[src/rtl/chsel_pkg.sv]
// Shared definitions for the serial channel loader.
// Assumes: nothing beyond IEEE 1800-2017.
package chsel_pkg;

    // Phases of one load on the two-line port.
    typedef enum logic [2:0] {
        ST_IDLE  = 3'd0,  // waiting for an opening condition
        ST_START = 3'd1,  // data low, clock high, before the first clock fall
        ST_LOW   = 3'd2,  // line clock low, bit being set up
        ST_HIGH  = 3'd3,  // line clock high between bits
        ST_WAIT  = 3'd4   // all bits in, waiting for the closing window
    } load_state_t;

endpackage

[src/rtl/chsel_sync.sv]
// Two-flop synchroniser with edge detection for a group of asynchronous lines.
// Assumes: each line is held for at least two system clock cycles to be seen;
// RST_VAL gives the idle level of each line so no edge appears out of reset.
module chsel_sync #(
    parameter int unsigned   W       = 2,
    parameter logic [W-1:0]  RST_VAL = '1
) (
    input  logic         clk,
    input  logic         rst_n,
    input  logic [W-1:0] raw_i,
    output logic [W-1:0] lvl_o,
    output logic [W-1:0] rise_o,
    output logic [W-1:0] fall_o
);

    for (genvar g = 0; g < W; g++) begin : g_line
        logic meta_q;
        logic sync_q;
        logic prev_q;

        // Resynchronise one line and keep its previous level for edge detection.
        always_ff @(posedge clk) begin
            if (!rst_n) begin
                meta_q <= RST_VAL[g];
                sync_q <= RST_VAL[g];
                prev_q <= RST_VAL[g];
            end else begin
                meta_q <= raw_i[g];
                sync_q <= meta_q;
                prev_q <= sync_q;
            end
        end

        assign lvl_o[g]  = sync_q;
        assign rise_o[g] = sync_q & ~prev_q;
        assign fall_o[g] = ~sync_q & prev_q;
    end

endmodule

[src/rtl/chsel_sat_counter.sv]
// Saturating up-counter with a synchronous clear.
// Assumes: W is wide enough to hold MAX; clear has priority over increment.
module chsel_sat_counter #(
    parameter int unsigned W   = 8,
    parameter int unsigned MAX = 255,
    parameter int unsigned RST = 0
) (
    input  logic         clk,
    input  logic         rst_n,
    input  logic         clr_i,
    input  logic         inc_i,
    output logic [W-1:0] cnt_o
);

    localparam logic [W-1:0] CNT_MAX = W'(MAX);
    localparam logic [W-1:0] CNT_RST = W'(RST);

    // Count up to MAX and stay there until cleared.
    always_ff @(posedge clk) begin
        if (!rst_n) begin
            cnt_o <= CNT_RST;
        end else if (clr_i) begin
            cnt_o <= '0;
        end else if (inc_i && (cnt_o != CNT_MAX)) begin
            cnt_o <= cnt_o + 1'b1;
        end
    end

endmodule

[src/rtl/chsel_shifter.sv]
// LSB-first bit collector for one load.
// Assumes: the caller clears it at the start of a load and shifts once per
// rising edge of the line clock; last_o flags that the next shift fills it.
module chsel_shifter #(
    parameter int unsigned BITS = 8
) (
    input  logic            clk,
    input  logic            rst_n,
    input  logic            clr_i,
    input  logic            shift_i,
    input  logic            bit_i,
    output logic [BITS-1:0] data_o,
    output logic            last_o
);

    localparam int unsigned CW = $clog2(BITS + 1);

    logic [CW-1:0] count_q;

    // Shift new bits in from the top so the first bit ends at position 0.
    always_ff @(posedge clk) begin
        if (!rst_n) begin
            data_o  <= '0;
            count_q <= '0;
        end else if (clr_i) begin
            data_o  <= '0;
            count_q <= '0;
        end else if (shift_i) begin
            data_o  <= {bit_i, data_o[BITS-1:1]};
            count_q <= count_q + 1'b1;
        end
    end

    assign last_o = (count_q == CW'(BITS - 1));

endmodule

[src/rtl/chsel_ctrl.sv]
// Load sequencer: tracks the phases of one load and checks the minimum
// duration of each phase.
// Assumes: all line inputs are already synchronised; ph_cnt_i counts cycles
// since the last ph_clr_o; run_cnt_i counts the previous consecutive
// both-high cycles; gap_cnt_i counts cycles since the last fire_o.
module chsel_ctrl
    import chsel_pkg::*;
#(
    parameter int unsigned T_START = 6,
    parameter int unsigned T_LOW   = 3,
    parameter int unsigned T_HIGH  = 4,
    parameter int unsigned T_LATCH = 3,
    parameter int unsigned T_GAP   = 40,
    parameter int unsigned PH_W    = 3,
    parameter int unsigned RUN_W   = 2,
    parameter int unsigned GAP_W   = 6
) (
    input  logic             clk,
    input  logic             rst_n,
    input  logic             ck_lvl_i,
    input  logic             dt_lvl_i,
    input  logic             ck_rise_i,
    input  logic             ck_fall_i,
    input  logic             dt_rise_i,
    input  logic             dt_fall_i,
    input  logic [PH_W-1:0]  ph_cnt_i,
    input  logic [RUN_W-1:0] run_cnt_i,
    input  logic [GAP_W-1:0] gap_cnt_i,
    input  logic             last_bit_i,
    output logic             ph_clr_o,
    output logic             shift_o,
    output logic             frame_clr_o,
    output logic             fire_o,
    output logic             load_err_o
);

    load_state_t state_q, state_d;
    logic        err_q, err_d;
    logic        start_short, low_short, high_short, gap_short, latch_done;

    // A phase is too short when it ended before reaching its minimum length.
    assign start_short = (int'(ph_cnt_i) + 1) < int'(T_START);
    assign low_short   = (int'(ph_cnt_i) + 1) < int'(T_LOW);
    assign high_short  = (int'(ph_cnt_i) + 1) < int'(T_HIGH);
    assign gap_short   = int'(gap_cnt_i) < int'(T_GAP);
    assign latch_done  = ck_lvl_i && dt_lvl_i && ((int'(run_cnt_i) + 1) >= int'(T_LATCH));

    // Next phase, timing error collection and strobes for the datapath.
    always_comb begin
        state_d     = state_q;
        err_d       = err_q;
        ph_clr_o    = 1'b0;
        shift_o     = 1'b0;
        frame_clr_o = 1'b0;
        fire_o      = 1'b0;
        unique case (state_q)
            ST_IDLE: begin
                if (ck_lvl_i && dt_fall_i) begin
                    state_d     = ST_START;
                    err_d       = gap_short;
                    ph_clr_o    = 1'b1;
                    frame_clr_o = 1'b1;
                end
            end
            ST_START: begin
                if (ck_fall_i) begin
                    state_d  = ST_LOW;
                    err_d    = err_q | start_short;
                    ph_clr_o = 1'b1;
                end else if (dt_rise_i && ck_lvl_i) begin
                    state_d = ST_IDLE;
                end
            end
            ST_LOW: begin
                if (ck_rise_i) begin
                    state_d  = last_bit_i ? ST_WAIT : ST_HIGH;
                    err_d    = err_q | low_short;
                    shift_o  = 1'b1;
                    ph_clr_o = 1'b1;
                end
            end
            ST_HIGH: begin
                if (ck_fall_i) begin
                    state_d  = ST_LOW;
                    err_d    = err_q | high_short;
                    ph_clr_o = 1'b1;
                end
            end
            ST_WAIT: begin
                if (ck_fall_i) begin
                    err_d = 1'b1;
                end else if (latch_done) begin
                    state_d = ST_IDLE;
                    fire_o  = 1'b1;
                end
            end
            default: begin
                state_d = ST_IDLE;
            end
        endcase
    end

    // Phase and error registers.
    always_ff @(posedge clk) begin
        if (!rst_n) begin
            state_q <= ST_IDLE;
            err_q   <= 1'b0;
        end else begin
            state_q <= state_d;
            err_q   <= err_d;
        end
    end

    assign load_err_o = err_q;

endmodule

[src/rtl/chsel_serial_rx.sv]
// Serial channel loader top: synchronises the two lines, sequences a load,
// collects the bits and issues the channel result with a one-cycle pulse.
// Assumes: the T_* minimums are in system clock cycles, T_LATCH >= 2, and the
// lines idle high. Defaults match a 50 MHz system clock.
module chsel_serial_rx #(
    parameter int unsigned FRAME_BITS = 8,
    parameter int unsigned MAX_CHAN   = 100,
    parameter int unsigned FALLBACK   = 0,
    parameter int unsigned T_START    = 1250,
    parameter int unsigned T_LOW      = 250,
    parameter int unsigned T_HIGH     = 400,
    parameter int unsigned T_LATCH    = 250,
    parameter int unsigned T_GAP      = 50000
) (
    input  logic       clk,
    input  logic       rst_n,
    input  logic       line_clk_i,
    input  logic       line_dat_i,
    output logic [6:0] chan_o,
    output logic       chan_valid_o,
    output logic       chan_err_o
);

    localparam int unsigned CHAN_W = $clog2(MAX_CHAN + 1);
    localparam int unsigned PH_MAX = (T_START > T_LOW)
                                   ? ((T_START > T_HIGH) ? T_START : T_HIGH)
                                   : ((T_LOW > T_HIGH) ? T_LOW : T_HIGH);
    localparam int unsigned PH_W   = $clog2(PH_MAX + 1);
    localparam int unsigned RUN_W  = $clog2(T_LATCH + 1);
    localparam int unsigned GAP_W  = $clog2(T_GAP + 1);

    logic [1:0]            lvl, rise, fall;
    logic                  ck_lvl, dt_lvl, both_high;
    logic [PH_W-1:0]       ph_cnt;
    logic [RUN_W-1:0]      run_cnt;
    logic [GAP_W-1:0]      gap_cnt;
    logic [FRAME_BITS-1:0] frame;
    logic                  last_bit, ph_clr, shift, frame_clr, fire, load_err;
    logic                  out_of_range, take_fallback;

    chsel_sync #(
        .W       (2),
        .RST_VAL (2'b11)
    ) i_sync (
        .clk    (clk),
        .rst_n  (rst_n),
        .raw_i  ({line_dat_i, line_clk_i}),
        .lvl_o  (lvl),
        .rise_o (rise),
        .fall_o (fall)
    );

    assign ck_lvl    = lvl[0];
    assign dt_lvl    = lvl[1];
    assign both_high = ck_lvl & dt_lvl;

    chsel_sat_counter #(
        .W   (PH_W),
        .MAX (PH_MAX),
        .RST (0)
    ) i_phase_cnt (
        .clk   (clk),
        .rst_n (rst_n),
        .clr_i (ph_clr),
        .inc_i (1'b1),
        .cnt_o (ph_cnt)
    );

    chsel_sat_counter #(
        .W   (RUN_W),
        .MAX (T_LATCH),
        .RST (0)
    ) i_run_cnt (
        .clk   (clk),
        .rst_n (rst_n),
        .clr_i (~both_high),
        .inc_i (both_high),
        .cnt_o (run_cnt)
    );

    chsel_sat_counter #(
        .W   (GAP_W),
        .MAX (T_GAP),
        .RST (T_GAP)
    ) i_gap_cnt (
        .clk   (clk),
        .rst_n (rst_n),
        .clr_i (fire),
        .inc_i (1'b1),
        .cnt_o (gap_cnt)
    );

    chsel_shifter #(
        .BITS (FRAME_BITS)
    ) i_shift (
        .clk     (clk),
        .rst_n   (rst_n),
        .clr_i   (frame_clr),
        .shift_i (shift),
        .bit_i   (dt_lvl),
        .data_o  (frame),
        .last_o  (last_bit)
    );

    chsel_ctrl #(
        .T_START (T_START),
        .T_LOW   (T_LOW),
        .T_HIGH  (T_HIGH),
        .T_LATCH (T_LATCH),
        .T_GAP   (T_GAP),
        .PH_W    (PH_W),
        .RUN_W   (RUN_W),
        .GAP_W   (GAP_W)
    ) i_ctrl (
        .clk         (clk),
        .rst_n       (rst_n),
        .ck_lvl_i    (ck_lvl),
        .dt_lvl_i    (dt_lvl),
        .ck_rise_i   (rise[0]),
        .ck_fall_i   (fall[0]),
        .dt_rise_i   (rise[1]),
        .dt_fall_i   (fall[1]),
        .ph_cnt_i    (ph_cnt),
        .run_cnt_i   (run_cnt),
        .gap_cnt_i   (gap_cnt),
        .last_bit_i  (last_bit),
        .ph_clr_o    (ph_clr),
        .shift_o     (shift),
        .frame_clr_o (frame_clr),
        .fire_o      (fire),
        .load_err_o  (load_err)
    );

    assign out_of_range  = int'(frame) > int'(MAX_CHAN);
    assign take_fallback = load_err | out_of_range;

    // Register the result and its pulse when a load closes.
    always_ff @(posedge clk) begin
        if (!rst_n) begin
            chan_o       <= '0;
            chan_valid_o <= 1'b0;
            chan_err_o   <= 1'b0;
        end else begin
            chan_valid_o <= fire;
            if (fire) begin
                chan_o     <= take_fallback ? 7'(FALLBACK) : 7'(frame[CHAN_W-1:0]);
                chan_err_o <= take_fallback;
            end
        end
    end

endmodule

[config.mk]
export PLATFORM = sky130hd
export DESIGN_NAME = chsel_serial_rx
export DESIGN_NICKNAME = d
export VERILOG_FILES = /design/src/rtl/chsel_pkg.sv /design/src/rtl/chsel_sync.sv /design/src/rtl/chsel_sat_counter.sv /design/src/rtl/chsel_shifter.sv /design/src/rtl/chsel_ctrl.sv /design/src/rtl/chsel_serial_rx.sv
export SDC_FILE = /design/constraint.sdc
export NUM_CORES = 1
export LEC_CHECK = 0
export BUFFER_PORTS_ARGS = -buffer_cell sky130_fd_sc_hd__buf_2
export CAP_MARGIN = 10
export CORE_MARGIN = 1
export CORE_UTILIZATION = 30
export DETAILED_ROUTE_END_ITERATION = 7
export PLACE_DENSITY_LB_ADDON = 0.1
export SYNTH_ARGS = -nofsm -noshare
export SYNTH_HDL_FRONTEND = slang
export SYNTH_SLANG_ARGS = --single-unit
[constraint.sdc]
create_clock -name clk -period 6.3 [get_ports clk]
set_input_delay 1.26 -clock clk [delete_from_list [all_inputs] [get_ports clk]]
set_output_delay 1.26 -clock clk [all_outputs]
set_load 0.03 [all_outputs]
# After elaboration in Yosys (flattened, before gate mapping)
# Cells that the tools add are included.
dict set report totals {
  output_inout_bits 9
  ff_bits 66
  elab_cells 101
}
dict set report classes {
  order_cmp 6
  reduce_logical 15
  eq_ne 16
  add_sub_neg 6
  mux 27
  bitwise 14
}
# op n
set ops {}
lappend ops {{greater-or-equal comparator 32 x 9 -> 1 bit (second input constant)} 1}
lappend ops {{less-than comparator 32 x 10 -> 1 bit (second input constant)} 1}
lappend ops {{less-than comparator 32 x 9 -> 1 bit (second input constant)} 1}
lappend ops {{two-way mux 16 bit} 2}
lappend ops {{two-way mux 3 bit} 8}
lappend ops {{adder 16 x 1 -> 16 bit (second input constant)} 1}
lappend ops {{less-than comparator 16 bit (second input constant)} 1}
lappend ops {{!= test 16 bit (second input constant)} 1}
lappend ops {{one-hot mux 3 bit (5 select lines)} 1}
lappend ops {{two-way mux 1 bit} 13}
lappend ops {{adder 11 x 1 -> 12 bit (second input constant)} 1}
lappend ops {{less-than comparator 12 x 11 -> 1 bit (second input constant)} 1}
lappend ops {{!= test 2 x 1 -> 1 bit (second input constant)} 6}
lappend ops {{AND reduction 6 bit} 2}
lappend ops {{adder 11 x 1 -> 11 bit (second input constant)} 1}
lappend ops {{!= test 11 bit (second input constant)} 1}
lappend ops {{adder 8 x 1 -> 9 bit (second input constant)} 1}
lappend ops {{adder 8 x 1 -> 8 bit (second input constant)} 1}
lappend ops {{greater-than comparator 8 x 7 -> 1 bit (second input constant)} 1}
lappend ops {{!= test 8 bit (second input constant)} 1}
lappend ops {{OR reduction 2 bit} 4}
lappend ops {{two-way mux 7 bit} 1}
lappend ops {{equality test 3 x 2 -> 1 bit (second input constant)} 2}
lappend ops {{bitwise AND 1 bit} 5}
lappend ops {{15 further kinds} 26}

# Logic depth before layout (Yosys ltp)
dict set report depth {
  ltp_word 7
  depth_mapped 9
  ltp_nobuf 8
}

# Modules after synthesis
# A second synthesis with hierarchy kept.
dict set report unflattened {
  cells_unflattened 419
  hier_area_um2 3674.8
}
# module n_inst seq_area_each_um2 cells_each area_per_inst_um2
set by_module_without_submodules {}
lappend by_module_without_submodules {{chsel_sat_counter (i_gap_cnt)} 1 320.3 95 835.8}
lappend by_module_without_submodules {chsel_ctrl 1 80.1 113 769.5}
lappend by_module_without_submodules {{chsel_sat_counter (i_phase_cnt)} 1 220.2 68 586.8}
lappend by_module_without_submodules {chsel_shifter 1 240.2 45 474.2}
lappend by_module_without_submodules {{chsel_sat_counter (i_run_cnt)} 1 160.2 45 424.2}
lappend by_module_without_submodules {chsel_serial_rx 1 180.2 35 386.6}
lappend by_module_without_submodules {chsel_sync 1 120.1 18 197.7}

# Worst setup path before layout
# No wires, ideal clock.
dict set report synth_timing {
  path_kind {input-to-reg}
  start {in rst_n}
  end {reg i_phase_cnt.cnt_o[8]}
  path_stages 4
  slack_ps 4202
  n_path_buf 1
  arrival_ps 2034
  path_cell_list {clkbuf_1 nand2b_1 or2_1 nor2_1}
}
dict set report synth_via {
  elab_chain_cells 2
}
# item line_no
set synth_lines {}
lappend synth_lines {{from (decl)} chsel_serial_rx.sv:16} ;# input logic rst_n,
lappend synth_lines {{NOT 1 bit (no source line)} --}
lappend synth_lines {{OR reduction 2 bit (no source line)} --}
lappend synth_lines {{to (signal assigned)} chsel_sat_counter.sv:25} ;# cnt_o <= cnt_o + 1'b1;
lappend synth_lines {{to (decl)} chsel_sat_counter.sv:12} ;# output logic [W-1:0] cnt_o
# No other way between the ends.
# A chain may end at the register's enable or synchronous reset.

# Worst setup path in the final report
dict set report layout_timing {
  start {reg i_run_cnt.cnt_o[0]}
  end {reg i_gap_cnt.cnt_o[4]}
}
dict set report layout_via {
  elab_chain_cells 7
}
# item line_no
set layout_lines {}
lappend layout_lines {{from (decl)} chsel_sat_counter.sv:12}
lappend layout_lines {{from (signal assigned)} chsel_sat_counter.sv:25}
lappend layout_lines {{adder 8 x 1 -> 9 bit *} chsel_ctrl.sv:46} ;# assign latch_done = ck_lvl_i && dt_lvl_i && ((int'(run_cnt_i) + 1) >= int'(T_LATCH));
lappend layout_lines {{greater-or-equal comparator 32 x 9 -> 1 bit *} chsel_ctrl.sv:46}
lappend layout_lines {{logical AND 1 bit *} chsel_ctrl.sv:46}
lappend layout_lines {{two-way mux 1 bit *} chsel_ctrl.sv:92} ;# end else if (latch_done) begin
lappend layout_lines {{two-way mux 1 bit *} chsel_ctrl.sv:90} ;# if (ck_fall_i) begin
lappend layout_lines {{two-way mux 1 bit *} chsel_ctrl.sv:56} ;# unique case (state_q)
lappend layout_lines {{two-way mux 16 bit or nonzero test 2 bit (tied branches)} --}
lappend layout_lines {{to (signal assigned)} chsel_sat_counter.sv:25}
lappend layout_lines {{to (decl)} chsel_sat_counter.sv:12}
# Mark *: on every way between the ends. The rest lies on a longest branch, timed or not.

==> results.yml <==
timing:
  fraction_of_the_cycle_the_final_worst_path_needs_pct: 39.1
  max_clock_freq_mhz: 406
  sum_of_negative_setup_slack_ps: 0
  maxSlewHeadroom_pct: 52.1
  finalHoldViolCount: 0
  timing.final.max_slew_violations: 0
  post-route-min-period_ps: 2470
  fin_skew_ps: 4.88
  finalSetupViolations: 0
  worstMarginPinSlew_ps: 719
  grt_setup_unrepaired: "no"
detailed_routing:
  detail_route.iter0.violations: 135
  antenna_left: 0
  routed_wl_mm: 7.29
  post_drt_via_cell_ratio: 4.90
  route.detailed.drc: 0
  vias: 2712
  routed_wire_length_per_instance_um: 13.2
  dr.pass1.iters: 4
pwr:
  power.density_nw_per_um2: 248
  p_sw_mw: 0.214
  power.clock.fraction_pct: 46.3
  total_power_mw: 0.936
  internal-power_mw: 0.723
  worst_ir_drop_vdd_uv: 140
  static-leakage-power_nw: 1.40
  power.share.combinational_pct: 6.7
  swShare_pct: 22.8
  p_seq_share_pct: 46.9
cts:
  cts_inserted_buffers: 9
  clk_transition_reported_paths_ps: 50
  clock_sink_count: 66
  cts_tree: "yes"
  post_cts_resized: 0
  clock_insertion_delay_worst_skew_ps: 320
  postCtsHoldBufs: 0
  cts-root-buf: "clkbuf_16"
  clockBufferDepth: 2
  cts.htree.levels: 3
  number_of_setup_buffers_added_after_cts: 0
placement:
  port_buffers: 12
  gp_congestion: 0.771
  dp.final_hpwl_mm: 5.11
floorplan:
  site_rows: 38
  ioPinCount: 13
  die_width_um: 108
  start_util_pct: 30.9
  fp.dieArea_um2: 11700
  dieHeight_um: 108
  core-area_um2: 10900
logic_synthesis:
  synthesis.area_um2: 3380
  synth_seq_cells: 66
  synthesis.area_per_instance_um2: 8.25
  ys.warnings.count: 0
  asyncSetResetFlopFracSynth_pct: 0
  number_of_flops_mapped_to_enable_cells_by_yosys: 0
  synth_top_area_share_pct: 39.1
  synth_largest_area_cell: "dfxtp_1"
  synth_cell_type_count: 51
  post_synth_inst_count: 410
  dominantRegCellSynth: "dfxtp_1"
  cell_types_with_the_highest_counts_after_synthesis: "dfxtp_1, nand2_1, nor2_1"
  yosysSeqAreaShare_pct: 39.1
  mappedNetlistNets: 422
  synth.most_common_cell: "dfxtp_1"
  ys_top_cells_by_area: "dfxtp_1, xnor2_1, nand2_1"
worst_setup_path:
  rr_startpoint: "i_run_cnt.cnt_o[0]"
  r2r_slack_ps: 3830
  worstPathRequired_ps: 6460
  worstPathMaxFanout: 8
  crit_path_start_kind: "register"
  reg2regPathDepth: 7
  critical_path_class: "reg -> reg"
  timing.critical_path.to_type: "register"
  worstPathArrival_ps: 2620
  regToRegEndpoint: "i_gap_cnt.cnt_o[4]"
grt:
  grt_usage_pct: 13.9
  grt_pass1_vias: 2629
  global_route_wire_length_before_repair_mm: 12.8
  initial_antenna_violation_count: 0
  globalRoute.totalOverflow: 0
  grt_max_degree: 46
layout:
  post_route_cells_drive_above_1_share_pct: 9.69
  finish.utilization_pct: 34.6
  flow.area_growth_from_synthesis_pct: 11.8
  multi_input_gate_area_um2: 1920
  register_area_um2: 1320
  filler_cell_count: 1177
  antenna-diode-count: 0
  final_stage_net_count: 422
worst_hold_path:
  min_to: "i_sync.g_line[1].sync_q"
  hold_depth: 1
  hold_removal_path_class: "reg -> reg"
  hold_path_startpoint: "i_sync.g_line[1].meta_q"
job:
  max_cap_viol_count: 0
run_status:
  outcome: "finished clean"
## routing by layer
layer  global-route usage, %  vias to the layer above  share of wire (%)
met5                       0                        -                  0
met4                    4.99                        0                1.4
met3                    2.95                        7                2.8
met2                    21.6                       29                 44
met1                    18.8                     1251                 51
li1                        -                     1425                  -
## cell usage in the layout (no fill, tap or decap), types with 3 or more instances in the layout
master / synthesis / layout
and2_1: 6 / 6
nand3b_1: 4 / 4
nand2_1: 44 / 44
ha_1: 8 / 8
inv_1: 11 / 11
mux2i_1: 9 / 9
clkinv_2: 0 / 4
or2_2: 3 / 3
clkbuf_16: 0 / 9
xor2_1: 10 / 10
o21ai_0: 19 / 19
a21oi_1: 22 / 22
buf_2: 4 / 12
nand3_1: 30 / 30
and3_1: 18 / 18
nor2_1: 32 / 32
dfxtp_1: 66 / 66
nor2b_1: 6 / 6
a31oi_1: 4 / 4
nor3_1: 10 / 10
nand4_1: 5 / 5
xnor2_1: 23 / 23
nand2b_1: 15 / 15
or3_1: 4 / 4
## layout make-up
cell class	instances	area share, %
Sequential cell	66	34.9
Clock buffer	10	6.32
Timing Repair Buffer	13	1.79
Clock inverter	4	0.529
Tap cell	140	4.63
Inverter	11	1.09
Multi-Input combinational cell	309	50.7
## power groups by stage
stage                     clock, mW  combinational (mW)  sequential (mW)
after detailed placement          0              0.0637            0.448
after floorplan                   0              0.0536            0.441
after global routing          0.468              0.0726            0.441
final                         0.434              0.0631            0.439
after CTS                     0.450              0.0643            0.439
after global placement            0              0.0622            0.448
## worst max-delay path, cell delays in order (launching register included)
cell	delay (ps)
dfxtp_1	470
inv_1	120
ha_1	350
a311o_1	280
a311o_1	410
o22ai_2	210
and2_1	320
o21ai_0	140
## stage by stage
step	cells	area, um2	setup WS (ps)	hold slack [ps]
6_report	553	3780	3830	403
5_1_grt	553	3780	3600	420
4_1_cts	553	3780	3830	403
3_5_place_dp	539	3520	3570	391
3_3_place_gp	539	3520	3610	392
2_1_floorplan	410	3380	4200	386
## sequential cells by signal (all words and copies together) (netlist names), 2 cells and up
signal and flops:
chan_o 7, i_sync.g_line.prev_q 2, i_sync.g_line.meta_q 2, i_shift.data_o 8
i_gap_cnt.cnt_o 16, i_phase_cnt.cnt_o 11, i_shift.count_q 4, i_sync.g_line.sync_q 2
i_run_cnt.cnt_o 8, i_ctrl.state_q 3
## how the worst max path moves through the flow
stage                                   from              endpoint  slack (ps)  depth (start not counted)
final                     i_run_cnt.cnt_o[0]    i_gap_cnt.cnt_o[4]        3830                          7
after CTS                 i_run_cnt.cnt_o[0]    i_gap_cnt.cnt_o[4]        3830                          7
after detailed placement               rst_n  i_phase_cnt.cnt_o[8]        3570                          4
after global placement                 rst_n  i_phase_cnt.cnt_o[9]        3610                          4
after floorplan                        rst_n  i_phase_cnt.cnt_o[8]        4200                          4
after global routing      i_run_cnt.cnt_o[0]    i_gap_cnt.cnt_o[4]        3600                          7
## logic make-up after synthesis
group | Yosys count | synth area share [%]
buf+inv | 35 | 4.25
fa+ha+maj | 8 | 2.96
flops | 66 | 39.1
simple gates | 189 | 28.9
xor+xnor | 33 | 8.54
compound gates | 68 | 12.9
mux | 11 | 3.33
Note: power is estimated with default switching activity, not from simulation.
